## config.mk

```make
export PLATFORM = sky130hd
export DESIGN_NAME = swrst_reg
export DESIGN_NICKNAME = d
export VERILOG_FILES = /design/src/rtl/swrst_pkg.sv /design/src/rtl/swrst_stop_timer.sv /design/src/rtl/swrst_line.sv /design/src/rtl/swrst_reg.sv
export SDC_FILE = /design/constraint.sdc
export NUM_CORES = 1
export LEC_CHECK = 0
export ABC_AREA = 0
export BUFFER_PORTS_ARGS = -buffer_cell sky130_fd_sc_hd__buf_4
export CAP_MARGIN = 40
export CORE_AREA = 10 10 176 96
export DETAILED_ROUTE_END_ITERATION = 10
export DIE_AREA = 0 0 186 106
export GPL_ROUTABILITY_DRIVEN = 0
export GPL_TIMING_DRIVEN = 0
export PLACE_DENSITY = 0.79
export SYNTH_ARGS = -nofsm -noshare
export SYNTH_HDL_FRONTEND = slang
export SYNTH_SLANG_ARGS = --single-unit
export TNS_END_PERCENT = 100
```

## constraint.sdc

```tcl
create_clock -name clk -period 1.9 [get_ports clk]
set_input_delay 0 -clock clk [delete_from_list [all_inputs] [get_ports clk]]
set_output_delay 0 -clock clk [all_outputs]
set_load 0.02 [all_outputs]
```

## src/rtl/swrst_pkg.sv

```systemverilog
// Package: shared widths and the polarity helper for the software reset register.
// Assumes: a 32-bit register; polarity is given as an active-high flag per line.
package swrst_pkg;
    localparam int REG_W = 32;

    // Idle (inactive) level of a line with the given polarity
    function automatic logic idle_level(input logic act_high);
        return ~act_high;
    endfunction
endpackage

```

## src/rtl/swrst_stop_timer.sv

```systemverilog
// Module: clock-stop down counter for one reset line.
// Loads a step count on request and counts it down on step ticks.
// Assumes: load takes priority over a tick in the same cycle.
module swrst_stop_timer #(
    parameter int STOP_W = 4
) (
    input  logic              clk,
    input  logic              rst_n,
    input  logic              load,
    input  logic [STOP_W-1:0] load_val,
    input  logic              tick,
    output logic              busy
);
    logic [STOP_W-1:0] cnt_q;

    // Count down remaining stop steps; reload on a new line change
    always_ff @(posedge clk) begin
        if (!rst_n)
            cnt_q <= '0;
        else if (load)
            cnt_q <= load_val;
        else if (tick && cnt_q != '0)
            cnt_q <= cnt_q - 1'b1;
    end

    assign busy = (cnt_q != '0);


    hold_without_tick_chk: assert property (@(posedge clk) disable iff (!rst_n)
        (busy && !tick && !load) |=> busy);

    end_on_last_tick_chk: assert property (@(posedge clk) disable iff (!rst_n)
        (cnt_q == STOP_W'(1) && tick && !load) |=> !busy);

    reload_chk: assert property (@(posedge clk) disable iff (!rst_n)
        (load && load_val != '0) |=> busy);
endmodule

```

## src/rtl/swrst_line.sv

```systemverilog
// Module: one software reset line with fixed polarity.
// Stores the line level, detects a write that changes it, and starts the
// clock-stop timer for that change.
// Assumes: ACT_HIGH selects an active-high line; otherwise it is active low.
module swrst_line
    import swrst_pkg::*;
#(
    parameter bit ACT_HIGH = 1'b0,
    parameter int STOP_W   = 4
) (
    input  logic              clk,
    input  logic              rst_n,
    input  logic              wr_en,
    input  logic              wr_bit,
    input  logic [STOP_W-1:0] stop_steps,
    input  logic              tick,
    output logic              line_q,
    output logic              asserted,
    output logic              clk_stop
);
    logic level_q;
    logic changed;

    // Hold the line level; reset puts it at its idle level
    always_ff @(posedge clk) begin
        if (!rst_n)
            level_q <= idle_level(ACT_HIGH);
        else if (wr_en)
            level_q <= wr_bit;
    end

    // Flag a write that flips the stored level
    always_comb changed = wr_en && (wr_bit != level_q);

    swrst_stop_timer #(.STOP_W(STOP_W)) u_timer (
        .clk      (clk),
        .rst_n    (rst_n),
        .load     (changed),
        .load_val (stop_steps),
        .tick     (tick),
        .busy     (clk_stop)
    );

    assign line_q   = level_q;
    assign asserted = ACT_HIGH ? level_q : ~level_q;


    stable_without_write_chk: assert property (@(posedge clk) disable iff (!rst_n)
        !wr_en |=> $stable(level_q));

    stop_on_change_chk: assert property (@(posedge clk) disable iff (!rst_n)
        (wr_en && wr_bit != level_q && stop_steps != '0) |=> clk_stop);

    no_stop_on_same_chk: assert property (@(posedge clk) disable iff (!rst_n)
        (wr_en && wr_bit == level_q && !clk_stop) |=> !clk_stop);
endmodule

```

## src/rtl/swrst_reg.sv

```systemverilog
// Module: software reset register, top level.
// One line per used bit position, each with its own polarity and clock-stop
// timer; unused positions read 0 and ignore writes.
// Assumes: step_tick is a single-cycle pulse per timing step.
module swrst_reg
    import swrst_pkg::*;
#(
    parameter logic [REG_W-1:0] USED_MASK     = 32'h007E_7FFF,
    parameter logic [REG_W-1:0] ACT_HIGH_MASK = 32'h0040_0000,
    parameter int               STOP_W        = 4
) (
    input  logic              clk,
    input  logic              rst_n,
    input  logic              wr_en,
    input  logic [REG_W-1:0]  wr_data,
    input  logic [STOP_W-1:0] stop_steps,
    input  logic              step_tick,
    output logic [REG_W-1:0]  rd_data,
    output logic [REG_W-1:0]  rst_line,
    output logic [REG_W-1:0]  rst_asserted,
    output logic [REG_W-1:0]  clk_stop
);
    for (genvar i = 0; i < REG_W; i++) begin : g_bit
        if (USED_MASK[i]) begin : g_used
            swrst_line #(
                .ACT_HIGH (ACT_HIGH_MASK[i]),
                .STOP_W   (STOP_W)
            ) u_line (
                .clk        (clk),
                .rst_n      (rst_n),
                .wr_en      (wr_en),
                .wr_bit     (wr_data[i]),
                .stop_steps (stop_steps),
                .tick       (step_tick),
                .line_q     (rst_line[i]),
                .asserted   (rst_asserted[i]),
                .clk_stop   (clk_stop[i])
            );
        end else begin : g_unused
            assign rst_line[i]     = 1'b0;
            assign rst_asserted[i] = 1'b0;
            assign clk_stop[i]     = 1'b0;
        end
    end

    assign rd_data = rst_line;


    single_change_stop_chk: assert property (@(posedge clk) disable iff (!rst_n)
        (wr_en && $countones((wr_data ^ rd_data) & USED_MASK) == 1
         && clk_stop == '0 && stop_steps != '0) |=> $onehot0(clk_stop));
endmodule

```

==> reports/qor.yml, run 1 <==
critical_path:
  crit_top_cell: "buf_4"
  r2r-end: "g_bit[14].g_used.u_line.u_timer.cnt_q[0]$_SDFFE_PN0P_"
  critical_path_class: "flop to output pin"
  rrSetupSlack_ps: 120
  crit_chain: "inv_1 -> ha_1 -> or3b_1 -> buf_2 -> buf_4 -> buf_4"
  critPathCaptureType: "output pin"
  cp_slowest_cell: "or3b_1"
  ff2ff_path_depth: 6
  path_buf_inv: 4
  critPathArrivalTime_ps: 1830
  required_ps: 1900
  r2r-start: "g_bit[14].g_used.u_line.u_timer.cnt_q[0]$_SDFFE_PN0P_"
  crit_family: "buffers and inverters"
  startpoint_type: "flop"
  path_max_fanout: 5
  slowest_delay_ps: 350
floorplanning:
  die_w_um: 186
  design.core.area_um2: 14000
  floorplan.initialDensity_pct: 53.1
  die-area_um2: 19700
  ios: 168
  die_h_um: 106
  fp-row-count: 31
detailed_routing:
  wirelength_um: 23400
  wire_per_inst_um: 19.0
  drt_iter0_markers: 1017
  num_vias: 7070
  dr.pass1.iters: 7
  ant_nets: 0
  drc: 0
  vias_per_cell: 5.75
power_and_ir_drop:
  seqPwrFrac_pct: 34.6
  pwr-share-comb_pct: 41.0
  p_leak_nw: 4.39
  pwr-share-clk_pct: 24.4
  cellPowerDensity_nw_per_um2: 873
  switching_share_pct: 36.4
  p_sw_mw: 2.91
  max-vdd-ir-drop_mv: 0.505
  internal_power_mw: 5.09
worst_hold_path:
  holdPathEnd: "g_bit[17].g_used.u_line.u_timer.cnt_q[2]$_SDFFE_PN0P_"
  holdCritStartpoint: "stop_steps[2]"
  whs_path_depth: 3
  hp-class: "input pin to flop"
clock_tree:
  cts.sinks: 105
  h-tree-depth: 3
  clk_latency_ps: 360
  numCtsBuffers: 9
  post_cts_buffers: 0
  cts.repair.resized: 0
  clk_transition_reported_paths_ps: 70
  cts_hold_buffers: 24
  tritoncts: "done"
  clock_path_buffers: 2
  cts_root_buf: "clkbuf_16"
timing:
  slew_headroom_pct: 50.4
  finalClockSkew_ps: 9.37
  setup_viol: 0
  fmax_mhz: 548
  rsz0062_at_grt: "false"
  finalMaxSlewViolations: 0
  final_hold_viol_count: 0
  worst_pin_slew_ps: 744
  setup_tns_ps: 0
  period_needed_ps: 1830
  finalCritPeriodShare_pct: 96.1
global_route:
  grt_first_pass_wirelength_um: 36000
  grt_max_degree: 19
  grt_pass1_vias: 6554
  grt.overflow.total: 0
  antenna_found_initial: 0
  grt_use_total_pct: 22.7
synthesis:
  syn_inst: 855
  ys.flop_type: "dfxtp_1"
  synth-seq-area-share_pct: 28.4
  yosysMostFrequentCell: "buf_4"
  synthTopCellsByCount: "buf_4 (130), dfxtp_1 (105), inv_1 (64), nand2_1 (64), a21oi_1 (62)"
  yosysWarnings: 0
  synth-edff-count: 0
  synth_area_leaders: "dfxtp_1 (28%), buf_4 (13%), a21oi_1 (4.2%)"
  postSynthAreaPerCell_um2: 8.66
  ys_async_sr_fraction_pct: 0
  yosys.area.top_type: "dfxtp_1"
  syn_area_um2: 7410
  synth_top_area_share_pct: 28.4
  ys_seq_elements: 105
  ys_types: 39
layout:
  stdcell_area_um2: 9170
  n_antenna_cell: 0
  fillers: 1163
  area_growth_pct: 23.7
  nets: 1104
  drive_above_1_share_pct: 30.4
place:
  io_buffers: 110
  dpl.hpwl_um: 17000
  place_area_um2: 8620
job:
  drv_cap: 0
run_status:
  outcome: "finished clean"
## power groups by stage
| stage | Sequential (mW) | Combinational, mW | Clock [mW] |
|---|---|---|---|
| global placement | 2.80 | 3.12 | 0 |
| CTS | 2.76 | 3.23 | 1.95 |
| detailed placement | 2.80 | 3.17 | 0 |
| global route | 2.80 | 3.55 | 2.05 |
| finish | 2.77 | 3.28 | 1.95 |
| floorplan | 2.74 | 2.33 | 0 |
## worst min-delay path, stage by stage
cell and delay [ps]:
buf_4 130, nor3_1 170, a311oi_1 70
## sequential cells by signal, summed over array words and instances (netlist names)
signal / flops
g_bit.g_used.u_line.u_timer.cnt_q: 84
g_bit.g_used.u_line.line_q: 20
g_bit.g_used.u_line.asserted: 1
## placed cells by master, fill, tap and decap left out, types with 2 or more instances in the layout
master,n
a21oi_1,62
a221o_1,20
a32o_1,20
and3_1,20
and4b_1,14
and4b_2,6
buf_2,36
buf_4,240
clkbuf_1,32
clkbuf_16,9
clkinv_4,2
conb_1,44
dfxtp_1,105
dlygate4sd3_1,24
ha_1,21
inv_1,64
inv_6,2
mux2i_1,22
nand2_1,64
nor2_1,22
nor4b_2,20
o211a_1,20
o211ai_1,20
o21ai_0,20
o221a_1,20
o31ai_1,22
o32ai_1,20
or3b_1,20
xnor2_1,21
xor2_1,20
## per-stage QoR
stage / hold slack [ps] / total power, mW / cells / worst slack [ps] / util (%)
finish: 64.2 / 8.00 / 1229 / 74.7 / 65.6
floorplan: 126 / 5.07 / 898 / 325 / -
CTS: 58.9 / 7.94 / 1229 / 97.7 / 65.6
global placement: 236 / 5.92 / 1189 / 202 / 61.7
detailed placement: 243 / 5.97 / 1189 / 180 / 61.7
global route: 98.6 / 8.40 / 1229 / 12.7 / 65.6
## kinds of logic after synthesis
kind of cell / Yosys count / share of synthesized area (%)
AO/OA/AOI/OAI: 229 / 23.8
XOR/XNOR: 41 / 4.85
adder cells (fa/ha/maj): 21 / 3.55
buffers and inverters: 264 / 20.6
flip-flops: 105 / 28.4
multiplexers: 22 / 2.97
other: 1 / 0.0506
AND/OR/NAND/NOR: 172 / 15.8
## per-layer routing
metal  share of wire (%)  up-vias  GRT usage [%]
met1                  44     3323           31.8
li1                    -     3299              -
met4                 1.0        0           4.23
met2                  43      420           33.6
met3                  12       28           6.83
met5                   0        -              0
## area by class of cell
| cell class | count | area [µm²] | share of cell area, % |
|---|---|---|---|
| well taps | 181 | 226 | 2.47 |
| repair buffers | 134 | 1070 | 11.6 |
| inverters | 65 | 244 | 2.66 |
| clock inverters | 7 | 77.6 | 0.846 |
| plain buffers | 199 | 1280 | 14.0 |
| clock buffers | 9 | 225 | 2.46 |
| flip-flops and latches | 105 | 2100 | 22.9 |
| multi-input cells | 529 | 3940 | 43.0 |
## worst max-delay path by stage
stage,start,slack [ps],endpoint,cells after the start
floorplan,g_bit[18].g_used.u_line.u_timer.cnt_q[0]$_SDFFE_PN0P_,320,g_bit[18].g_used.u_line.u_timer.cnt_q[0]$_SDFFE_PN0P_,6
global placement,g_bit[12].g_used.u_line.u_timer.cnt_q[0]$_SDFFE_PN0P_,200,g_bit[12].g_used.u_line.u_timer.cnt_q[0]$_SDFFE_PN0P_,6
detailed placement,g_bit[18].g_used.u_line.u_timer.cnt_q[0]$_SDFFE_PN0P_,180,g_bit[18].g_used.u_line.u_timer.cnt_q[0]$_SDFFE_PN0P_,6
CTS,g_bit[18].g_used.u_line.u_timer.cnt_q[0]$_SDFFE_PN0P_,100,clk_stop[18],6
global route,g_bit[14].g_used.u_line.u_timer.cnt_q[0]$_SDFFE_PN0P_,10,clk_stop[14],6
finish,g_bit[14].g_used.u_line.u_timer.cnt_q[0]$_SDFFE_PN0P_,70,clk_stop[14],6
Power figures use the tool's default switching activity.
==> run 2, diff against run 1 <==
GPL_ROUTABILITY_DRIVEN = default   (was 0)
MAX_ROUTING_LAYER = met4   (was default)
==> reports/qor.yml, run 2 (same netlist as run 1, synthesis figures left out) <==
run_status:
  outcome: "finished clean"
place:
  gp_congestion: 0.973
  placed_cells_incl_taps: 1189
  place_area_um2: 8620
  dpl.hpwl_um: 17000
  pre_cts_slack_ps: 180
  io_buffers: 110
layout:
  largest_register_ffs: 84
  regMostFlops: "g_bit.g_used.u_line.u_timer.cnt_q"
  fillers: 1163
  drive_above_1_share_pct: 30.4
  fin_util_pct: 65.6
  area_growth_pct: 23.7
  finalNonFillerCells: 1229
  final_cell_mix: "buf_4 (240), dfxtp_1 (105), inv_1 (64), nand2_1 (64), a21oi_1 (62)"
  stdcell_area_um2: 9170
  final_common_cell: "buf_4"
  n_antenna_cell: 0
  nets: 1104
timing:
  setup_ws_ps: 81.2
  rsz0062_at_grt: "false"
  finalCritPeriodShare_pct: 95.7
  slew_headroom_pct: 50.2
  fmax_mhz: 550
  worst_pin_slew_ps: 747
  setup_tns_ps: 0
  setup_viol: 0
  final_hold_viol_count: 0
  hold_slack_ps: 76.8
  finalMaxSlewViolations: 0
  period_needed_ps: 1820
  finalClockSkew_ps: 8.94
power_and_ir_drop:
  switching_share_pct: 36.3
  finalPower_mw: 8.00
  max-vdd-ir-drop_mv: 0.506
  cellPowerDensity_nw_per_um2: 873
  p_leak_nw: 4.39
  pwr-share-clk_pct: 24.4
  pwr-share-comb_pct: 41.0
  seqPwrFrac_pct: 34.6
  internal_power_mw: 5.09
  p_sw_mw: 2.91
global_route:
  grt.overflow.total: 0
  grt_pass1_vias: 6564
  grt_max_degree: 19
  grt_use_total_pct: 23.4
  antenna_found_initial: 0
  grt_first_pass_wirelength_um: 36000
detailed_routing:
  wire_per_inst_um: 19.1
  drt_iter0_markers: 906
  num_vias: 7091
  drc: 0
  wirelength_um: 23400
  dr.pass1.iters: 8
  vias_per_cell: 5.77
  ant_nets: 0
floorplanning:
  ios: 168
  fp-row-count: 31
  design.core.area_um2: 14000
  die_w_um: 186
  floorplan.initialDensity_pct: 53.1
  die-area_um2: 19700
  die_h_um: 106
critical_path:
  required_ps: 1900
  critPathArrivalTime_ps: 1820
  path_max_fanout: 5
  startpoint_type: "flop"
  critical_path_class: "flop to output pin"
  critPathCaptureType: "output pin"
  cp_slowest_cell: "or3b_1"
  crit_chain: "inv_1 -> ha_1 -> or3b_1 -> buf_2 -> buf_4 -> buf_4"
  crit_top_cell: "buf_4"
  slowest_delay_ps: 350
clock_tree:
  numCtsBuffers: 9
  tritoncts: "done"
  cts_root_buf: "clkbuf_16"
  cts.repair.resized: 0
  h-tree-depth: 3
  clk_transition_reported_paths_ps: 70
  clk_latency_ps: 360
  clock_path_buffers: 2
  cts.sinks: 105
worst_hold_path:
  hp-class: "input pin to flop"
job:
  drv_cap: 0
==> run 2: cell counts in the layout (fill, tap and decap cells not counted) <==
Identical to the previous run, type by type.
==> run 2: worst paths after layout <==
check        cells past startpoint  slack (ps)                                                  start                                               endpoint
max reg2reg                      6         140  g_bit[14].g_used.u_line.u_timer.cnt_q[0]$_SDFFE_PN0P_  g_bit[14].g_used.u_line.u_timer.cnt_q[0]$_SDFFE_PN0P_
max                              6          80  g_bit[13].g_used.u_line.u_timer.cnt_q[0]$_SDFFE_PN0P_                                           clk_stop[13]
min reg2reg                      2         550  g_bit[17].g_used.u_line.u_timer.cnt_q[2]$_SDFFE_PN0P_  g_bit[17].g_used.u_line.u_timer.cnt_q[2]$_SDFFE_PN0P_
min                              3          80                                          stop_steps[2]  g_bit[17].g_used.u_line.u_timer.cnt_q[2]$_SDFFE_PN0P_
==> run 2: per-layer routing <==
metal	track usage, %	wire [µm]	share of wire, %	vias up
li1	-	-	-	3294
met1	32.2	10200	43	3290
met2	33.5	10100	43	478
met3	6.29	2880	12	29
met4	4.23	278	1.2	0
met5	-	0	0	-
==> run 2: power by group through the flow <==
stage | registers (mW) | clock network (mW) | logic [mW]
floorplan | 2.74 | 0 | 2.33
global placement | 2.80 | 0 | 3.12
detailed placement | 2.80 | 0 | 3.17
CTS | 2.76 | 1.95 | 3.23
global route | 2.80 | 2.05 | 3.55
finish | 2.77 | 1.95 | 3.28
==> run 2: layout make-up <==
class / instances / area, µm² / area share, %
plain buffers: 199 / 1280 / 14.0
repair buffers: 134 / 1070 / 11.6
clock inverters: 7 / 77.6 / 0.846
clock buffers: 9 / 225 / 2.46
inverters: 65 / 244 / 2.66
well taps: 181 / 226 / 2.47
multi-input cells: 529 / 3940 / 43.0
flip-flops and latches: 105 / 2100 / 22.9
==> run 2: critical path, delay by kind of cell, from the launching register on <==
kind                       cells  cell delay, ps
adders and majority gates      1             220
buffers and inverters          4             550
DFF                            1             340
and+or+nand+nor                1             350
==> run 2: timing repair <==
item / CTS / global route
buffers inserted: 0 / 0
hold buffers: 24 / 0
endpoints found under the hold margin: 24 / 0
